<file path="config.mk">
export PLATFORM = sky130hd
export DESIGN_NAME = wh_route_unit
export DESIGN_NICKNAME = d
export VERILOG_FILES = /design/src/rtl/wh_route_pkg.sv /design/src/rtl/wh_hdr_regs.sv /design/src/rtl/wh_xy_route.sv /design/src/rtl/wh_fwd_ctl.sv /design/src/rtl/wh_route_unit.sv
export SDC_FILE = /design/constraint.sdc
export NUM_CORES = 1
export LEC_CHECK = 0
export BUFFER_PORTS_ARGS = -buffer_cell sky130_fd_sc_hd__buf_4
export CORE_MARGIN = 1
export CORE_UTILIZATION = 61
export DETAILED_ROUTE_END_ITERATION = 10
export PLACE_DENSITY = 0.84
export SKIP_LAST_GASP = 1
export SYNTH_ARGS = -nofsm -noshare
export SYNTH_HDL_FRONTEND = slang
export SYNTH_HIERARCHICAL = 1
export SYNTH_SLANG_ARGS = --single-unit
</file>
<file path="constraint.sdc">
create_clock -name clk -period 4.4 [get_ports clk]
set_input_delay 0.66 -clock clk [delete_from_list [all_inputs] [get_ports clk]]
set_output_delay 0.66 -clock clk [all_outputs]
set_load 0.005 [all_outputs]
</file>
<file path="src/rtl/wh_route_pkg.sv">
package wh_route_pkg;

  localparam int unsigned NUM_PORTS = 5;

  typedef enum logic [2:0] {
    PORT_LOCAL = 3'd0,
    PORT_EAST  = 3'd1,
    PORT_WEST  = 3'd2,
    PORT_NORTH = 3'd3,
    PORT_SOUTH = 3'd4
  } port_e;

  typedef enum logic [1:0] {
    ST_IDLE = 2'd0,
    ST_LEN  = 2'd1,
    ST_WAIT = 2'd2,
    ST_FWD  = 2'd3
  } unit_state_e;

  typedef enum logic [1:0] {
    PH_DST  = 2'd0,
    PH_LEN  = 2'd1,
    PH_BODY = 2'd2
  } fwd_phase_e;

endpackage

</file>
<file path="src/rtl/wh_hdr_regs.sv">
module wh_hdr_regs #(
  parameter int unsigned FLIT_W = 8
) (
  input  logic              clk,
  input  logic              rst_n,
  input  logic              ld_dst,
  input  logic              ld_len,
  input  logic [FLIT_W-1:0] din,
  output logic [FLIT_W-1:0] dst_q,
  output logic [FLIT_W-1:0] len_q
);

  always_ff @(posedge clk or negedge rst_n) begin
    if (!rst_n) begin
      dst_q <= '0;
      len_q <= '0;
    end else begin
      if (ld_dst) dst_q <= din;
      if (ld_len) len_q <= din;
    end
  end

endmodule

</file>
<file path="src/rtl/wh_xy_route.sv">
module wh_xy_route
  import wh_route_pkg::*;
#(
  parameter int unsigned COORD_W = 4
) (
  input  logic [COORD_W-1:0]   here_x,
  input  logic [COORD_W-1:0]   here_y,
  input  logic [2*COORD_W-1:0] dst,
  output logic [NUM_PORTS-1:0] port_oh
);

  function automatic port_e pick_port(
    input logic [COORD_W-1:0] hx,
    input logic [COORD_W-1:0] hy,
    input logic [COORD_W-1:0] tx,
    input logic [COORD_W-1:0] ty
  );
    port_e p;
    if (tx > hx)      p = PORT_EAST;
    else if (tx < hx) p = PORT_WEST;
    else if (ty > hy) p = PORT_NORTH;
    else if (ty < hy) p = PORT_SOUTH;
    else              p = PORT_LOCAL;
    return p;
  endfunction

  logic [COORD_W-1:0] tgt_x;
  logic [COORD_W-1:0] tgt_y;
  port_e              sel;

  assign tgt_x = dst[2*COORD_W-1:COORD_W];
  assign tgt_y = dst[COORD_W-1:0];
  assign sel   = pick_port(here_x, here_y, tgt_x, tgt_y);

  for (genvar g = 0; g < NUM_PORTS; g++) begin : g_oh
    assign port_oh[g] = (sel == port_e'(g));
  end

endmodule

</file>
<file path="src/rtl/wh_fwd_ctl.sv">
module wh_fwd_ctl
  import wh_route_pkg::*;
#(
  parameter int unsigned FLIT_W = 8
) (
  input  logic                 clk,
  input  logic                 rst_n,
  input  logic                 in_valid,
  input  logic [FLIT_W-1:0]    in_flit,
  output logic                 in_ready,
  output logic                 out_valid,
  output logic [FLIT_W-1:0]    out_flit,
  input  logic                 out_ready,
  input  logic                 grant,
  input  logic [NUM_PORTS-1:0] route_oh,
  output logic [NUM_PORTS-1:0] req,
  input  logic [FLIT_W-1:0]    dst_q,
  input  logic [FLIT_W-1:0]    len_q,
  output logic                 ld_dst,
  output logic                 ld_len,
  output logic                 fwd_active,
  output logic                 xfer,
  output logic                 pkt_done
);

  unit_state_e       st_q;
  fwd_phase_e        ph_q;
  logic [FLIT_W-1:0] left_q;
  logic              hdr_phase;
  logic              last_hdr;
  logic              last_body;

  always_comb begin
    ld_dst     = (st_q == ST_IDLE) && in_valid;
    ld_len     = (st_q == ST_LEN) && in_valid;
    fwd_active = (st_q == ST_FWD);
    hdr_phase  = fwd_active && (ph_q != PH_BODY);
    out_valid  = fwd_active && (hdr_phase || in_valid);
    if (!fwd_active)           out_flit = '0;
    else if (ph_q == PH_DST)   out_flit = dst_q;
    else if (ph_q == PH_LEN)   out_flit = len_q;
    else                       out_flit = in_flit;
    in_ready   = (st_q == ST_IDLE) || (st_q == ST_LEN) ||
                 (fwd_active && (ph_q == PH_BODY) && out_ready);
    xfer       = out_valid && out_ready;
    last_hdr   = (ph_q == PH_LEN) && (len_q == '0);
    last_body  = (ph_q == PH_BODY) && (left_q == FLIT_W'(1));
    pkt_done   = xfer && (last_hdr || last_body);
    req        = ((st_q == ST_WAIT) || fwd_active) ? route_oh : '0;
  end

  always_ff @(posedge clk or negedge rst_n) begin
    if (!rst_n) begin
      st_q   <= ST_IDLE;
      ph_q   <= PH_DST;
      left_q <= '0;
    end else begin
      unique case (st_q)
        ST_IDLE: if (in_valid) st_q <= ST_LEN;
        ST_LEN:  if (in_valid) st_q <= ST_WAIT;
        ST_WAIT: if (grant) begin
          st_q <= ST_FWD;
          ph_q <= PH_DST;
        end
        ST_FWD: if (xfer) begin
          unique case (ph_q)
            PH_DST: ph_q <= PH_LEN;
            PH_LEN: begin
              if (len_q == '0) begin
                st_q <= ST_IDLE;
                ph_q <= PH_DST;
              end else begin
                ph_q   <= PH_BODY;
                left_q <= len_q;
              end
            end
            default: begin
              left_q <= left_q - FLIT_W'(1);
              if (left_q == FLIT_W'(1)) begin
                st_q <= ST_IDLE;
                ph_q <= PH_DST;
              end
            end
          endcase
        end
        default: st_q <= ST_IDLE;
      endcase
    end
  end

endmodule

</file>
<file path="src/rtl/wh_route_unit.sv">
module wh_route_unit
  import wh_route_pkg::*;
#(
  parameter int unsigned FLIT_W = 8
) (
  input  logic                 clk,
  input  logic                 rst_n,
  input  logic [FLIT_W/2-1:0]  here_x,
  input  logic [FLIT_W/2-1:0]  here_y,
  input  logic                 in_valid,
  input  logic [FLIT_W-1:0]    in_flit,
  output logic                 in_ready,
  output logic                 out_valid,
  output logic [FLIT_W-1:0]    out_flit,
  input  logic                 out_ready,
  output logic [NUM_PORTS-1:0] req,
  input  logic                 grant
);

  localparam int unsigned COORD_W = FLIT_W / 2;

  logic [FLIT_W-1:0]    hdr_dst;
  logic [FLIT_W-1:0]    hdr_len;
  logic                 ld_dst;
  logic                 ld_len;
  logic [NUM_PORTS-1:0] route_oh;
  logic                 fwd_active;
  logic                 xfer;
  logic                 pkt_done;

  wh_hdr_regs #(.FLIT_W(FLIT_W)) u_hdr (
    .clk    (clk),
    .rst_n  (rst_n),
    .ld_dst (ld_dst),
    .ld_len (ld_len),
    .din    (in_flit),
    .dst_q  (hdr_dst),
    .len_q  (hdr_len)
  );

  wh_xy_route #(.COORD_W(COORD_W)) u_route (
    .here_x  (here_x),
    .here_y  (here_y),
    .dst     (hdr_dst),
    .port_oh (route_oh)
  );

  wh_fwd_ctl #(.FLIT_W(FLIT_W)) u_ctl (
    .clk        (clk),
    .rst_n      (rst_n),
    .in_valid   (in_valid),
    .in_flit    (in_flit),
    .in_ready   (in_ready),
    .out_valid  (out_valid),
    .out_flit   (out_flit),
    .out_ready  (out_ready),
    .grant      (grant),
    .route_oh   (route_oh),
    .req        (req),
    .dst_q      (hdr_dst),
    .len_q      (hdr_len),
    .ld_dst     (ld_dst),
    .ld_len     (ld_len),
    .fwd_active (fwd_active),
    .xfer       (xfer),
    .pkt_done   (pkt_done)
  );

endmodule

</file>
* Word-level counts from Yosys, hierarchy flattened
Index checks and enable logic that the tools add are counted. W data, S select, Z words.
Word-level totals: register bits after elaboration 28, logic and storage cells 73
Operators by class: $add $sub $neg 1, order comparisons 4, eq/ne operators 20, multiplexer cells 23, bitwise logic cells 1, reduce and logical (&&, ||, !) cells 19
Operator list (number):
- $mux W8 | 4
- $mux W2 | 9
- $pmux W8 S2 | 1
- $mux W3 | 4
- $ne A2 B2 Y1 const B | 6
- $pmux W2 S2 | 3
- $eq A8 B1 Y1 const B | 1
- $gt A4 B4 Y1 | 2
- $logic_not A8 Y1 | 1
- $lt A4 B4 Y1 | 2
- $pmux W2 S4 | 1
- $reduce_and A4 Y1 | 2
- $sub A8 B1 Y8 const B | 1
- $logic_and A1 B1 Y1 | 7
- $reduce_and A7 Y1 | 1
- $eq A2 B2 Y1 const B | 3
- $eq A3 B2 Y1 const B | 2
- $mux W5 | 1
- $eq A2 B1 Y1 const B | 2
- $logic_not A2 Y1 | 2
- $logic_or A1 B1 Y1 | 4
- $ne A4 B1 Y1 const B | 1
- $eq A3 B1 Y1 const B | 1
- $eq A3 B3 Y1 const B | 1
- 6 further kinds | 6

* Logic depth before layout (Yosys ltp)
depth after elaboration 7, gate-level depth with buffers 7, mapped depth without buffers 6

* Hierarchy
The synthesis kept the hierarchy.
By module, submodules not included:
- wh_fwd_ctl | instances 1, cells an instance 156, area an instance 1214.9 µm²
- wh_hdr_regs | instances 1, cells an instance 34, area an instance 663.1 µm²
- wh_xy_route | instances 1, cells an instance 33, area an instance 254.0 µm²

* Worst setup path before layout
Ideal clock, no wire load.
path type input -> output, start in here_x[3], end out req[0], data arrival time 1768 ps, data required time 3740 ps, setup slack 1972 ps, stages on the path 6, buffers on the path 0, cell sequence inv_1 -> ha_1 -> and4_4 -> o41ai_2 -> a2111oi_2 -> nor2b_1
On the way: longest elaborated chain between the ends 5
RTL lines:
- start, declared | RTL line wh_route_unit.sv:8 | input logic [FLIT_W/2-1:0] here_x,
- $lt A4 B4 Y1 | RTL line wh_xy_route.sv:20 | else if (tx < hx) p = PORT_WEST;
- $mux W3 | RTL line wh_xy_route.sv:20
- $mux W3 (*) | RTL line wh_xy_route.sv:19 | if (tx > hx) p = PORT_EAST;
- $logic_not A3 Y1 (*) | RTL line wh_xy_route.sv:36 | assign port_oh[g] = (sel == port_e'(g));
- net route_oh[0] | RTL line wh_route_unit.sv:26 | logic [NUM_PORTS-1:0] route_oh;
- $mux W5 (*) | RTL line wh_fwd_ctl.sv:49 | req = ((st_q == ST_WAIT) || fwd_active) ? route_oh : '0;
- end, declared | RTL line wh_route_unit.sv:16 | output logic [NUM_PORTS-1:0] req,
Mark *: on every way through the listed nets, which the timed path passes. The rest lies on a longest branch.

* Final worst setup path
start reg u_ctl.st_q[1], end out out_valid
On the way: longest elaborated chain between the ends 4
RTL lines:
- start, declared | RTL line wh_fwd_ctl.sv:26 | unit_state_e st_q;
- start signal, assigned | RTL line wh_fwd_ctl.sv:54 | st_q <= ST_IDLE;
- start signal, assigned | RTL line wh_fwd_ctl.sv:59 | ST_IDLE: if (in_valid) st_q <= ST_LEN;
- start signal, assigned | RTL line wh_fwd_ctl.sv:60 | ST_LEN: if (in_valid) st_q <= ST_WAIT;
- $eq A2 B2 Y1 (*) | RTL line wh_fwd_ctl.sv:36 | fwd_active = (st_q == ST_FWD);
- net fwd_active | RTL line wh_route_unit.sv:27 | logic fwd_active;
- $logic_and A1 B1 Y1 | RTL line wh_fwd_ctl.sv:37 | hdr_phase = fwd_active && (ph_q != PH_BODY);
- $logic_or A1 B1 Y1 | RTL line wh_fwd_ctl.sv:38 | out_valid = fwd_active && (hdr_phase || in_valid);
- $logic_and A1 B1 Y1 (*) | RTL line wh_fwd_ctl.sv:38
- end, declared | RTL line wh_route_unit.sv:13 | output logic out_valid,
Marked as above.

==> results.ini <==
[outcome]
result_of_the_run=complete, no violations

[setup_path]
crit_path_top_delay_cell=sky130_fd_sc_hd__clkinv_1
worst_flop_to_flop_path_startpoint=u_ctl/ph_q[0]$_DFFE_PN0P_
crit_path_end_kind=output pin
critPathBufInv=2
cp.arrival_ns=2.03
cpPeakStageDelay_ns=0.46
worst-path-max-fanout=13
worst_ep_required_time_ns=3.74
timing_worst_setup_path_type=reg -> out
cp-startpoint=u_ctl/st_q[1]$_DFFE_PN0P_
crit_path_cell_trace=ha_1, clkinv_1, a21oi_1, buf_4
worst_setup_path_start_kind=flip-flop
worst_path_top_cell_family_by_delay=buffers and inverters

[timing]
timing.setup.tns_ns=0
slew_at_the_pin_with_the_worst_max_slew_slack_ns=0.8531
min_period_over_period_pct=61.04
max_freq_mhz=372.3
fin_skew_ns=0.008780
finalMaxSlewViolations=0
finalSetupViolCount=0
final.setup.worst_slack_ns=1.714
layout_min_cycle_time_ns=2.686
rsz0062_at_grt=false
slew_margin_rel_pct=43.12
hold_viol=0

[pwr]
power_density_of_the_placed_cells_nw_per_um2=658.1
vdd_ir_drop_max_mv=0.3454
p_leak_nw=1.129

[clock_network]
cts.sinks=28
cts_max_level=1
clock_tree.root_cell=sky130_fd_sc_hd__clkbuf_4
cts_buffer_depth=2
clk_pin_slew_worst_paths_ns=0.16
cts_hold_buf=0
cts_buffers=3
cts.repair.resized=0
tritoncts_clock_tree=yes
insertion_delay_ns=0.33
cts_post_setup_buffers_inserted=0

[logic_synthesis]
ys_warn_count=6
cell_area_after_technology_mapping_sq_um=2116
postSynthAreaPerCell_sq_um=9.617
mappedNetlistNets=256
synth_cells=220

[routing]
vias=1738
drc_violation_count_after_routing=0
wl_per_cell_microns=15.55
initialDrtViolationCount=121
antenna_left=0
wl_microns=4587
route.detailed.vias_per_inst=5.892
detailedRoute.firstPassIterationCount=4

[global_route]
antenna_violations_before_repair=0
wire_length_of_the_first_global_routing_pass_microns=7024
first_global_vias=1502
pin_count_of_the_biggest_net_entering_global_routing=29
track_usage_pct=25.86
globalRoute.totalOverflow=0

[hold_path]
hold_class=in -> async

[finish]
flow.area_growth_from_synthesis_pct=14.19
finalNetCount=286
drive_above_1_share_pct=26.51
post-route-cell-area_sq_um=2416
diodes=0

[die]
placementRows=21
die_width_microns=60.90
starting_density_pct=63.40
io_pins=36
die-area_sq_um=3708
core_area_sq_um=3337
die_height_microns=60.90

[flow_run]
timing.max_cap.violations=0

[placed_design]
io_buffer_count=35
detailed_place.area_sq_um=2380
dp_hpwl_microns=3405
place_congestion=0.9197
dp_worst_setup_slack_ns=1.737

-- layout by cell type (no fill, tap or decap), types with 9 or more instances in the layout --
cell / n
sky130_fd_sc_hd__inv_1: 16
sky130_fd_sc_hd__buf_4: 35
sky130_fd_sc_hd__o21ai_0: 9
sky130_fd_sc_hd__mux2_4: 16
sky130_fd_sc_hd__mux2i_1: 10
sky130_fd_sc_hd__ha_1: 15
sky130_fd_sc_hd__dfrtp_1: 28
sky130_fd_sc_hd__a21oi_1: 20
sky130_fd_sc_hd__nor2b_1: 9
sky130_fd_sc_hd__nor2_1: 26
-- flip-flops by register name, indices dropped and copies added, names as in the netlist --
| signal | flops |
|---|---|
| u_ctl/st_q | 2 |
| u_hdr/dst_q | 8 |
| u_hdr/len_q | 8 |
| u_ctl/left_q | 8 |
| u_ctl/ph_q | 2 |
-- layer usage --
metal	wire, microns	vias up	part of all wire, %	GRT usage, %
li1	-	850	-	-
met3	148	4	3.2	3.198
met5	0	-	0	0
met4	42	0	0.92	6.169
met2	2223	37	48	40.82
met1	2173	847	47	37.82
-- per-stage QoR --
| stage | cells | hold slack, ns | utilization (%) | power [mW] |
|---|---|---|---|---|
| after floorplan | 220 | 0.3644 | - | 1.202 |
| after global placement | 291 | 0.5275 | 71.32 | 1.425 |
| after detailed placement | 291 | 0.5318 | 71.32 | 1.461 |
| after CTS | 295 | 0.2211 | 72.40 | 1.592 |
| after global routing | 295 | 0.2257 | 72.40 | 1.717 |
| final | 295 | 0.2183 | 72.40 | 1.590 |
-- final timing paths --
kind	end	slack, ns	cells past startpoint
max	out_valid	1.71	4
min	u_ctl/left_q[3]$_DFFE_PN0P_	0.22	1
max reg2reg	u_ctl/st_q[1]$_DFFE_PN0P_	2.03	4
min reg2reg	u_hdr/dst_q[0]$_DFFE_PN0P_	0.56	1
max in group asynchronous	u_hdr/dst_q[5]$_DFFE_PN0P_	3.92	1
min in group clk	u_hdr/dst_q[0]$_DFFE_PN0P_	0.56	1
-- layout make-up --
cell class                      count  area [sq um]
Multi-Input combinational cell    165          1295
Fill cell                         271         920.9
Sequential cell                    28         700.7
Timing Repair Buffer               35         262.8
Inverter                           17         63.81
Tap cell                           46         57.56
Clock buffer                        4         36.28
-- where the power goes --
part	internal, mW	switching (mW)
Combinational	0.480	0.433
Sequential	0.373	0.177
Clock	0.0506	0.0772
No activity file was read; power rests on OpenSTA's default activity.
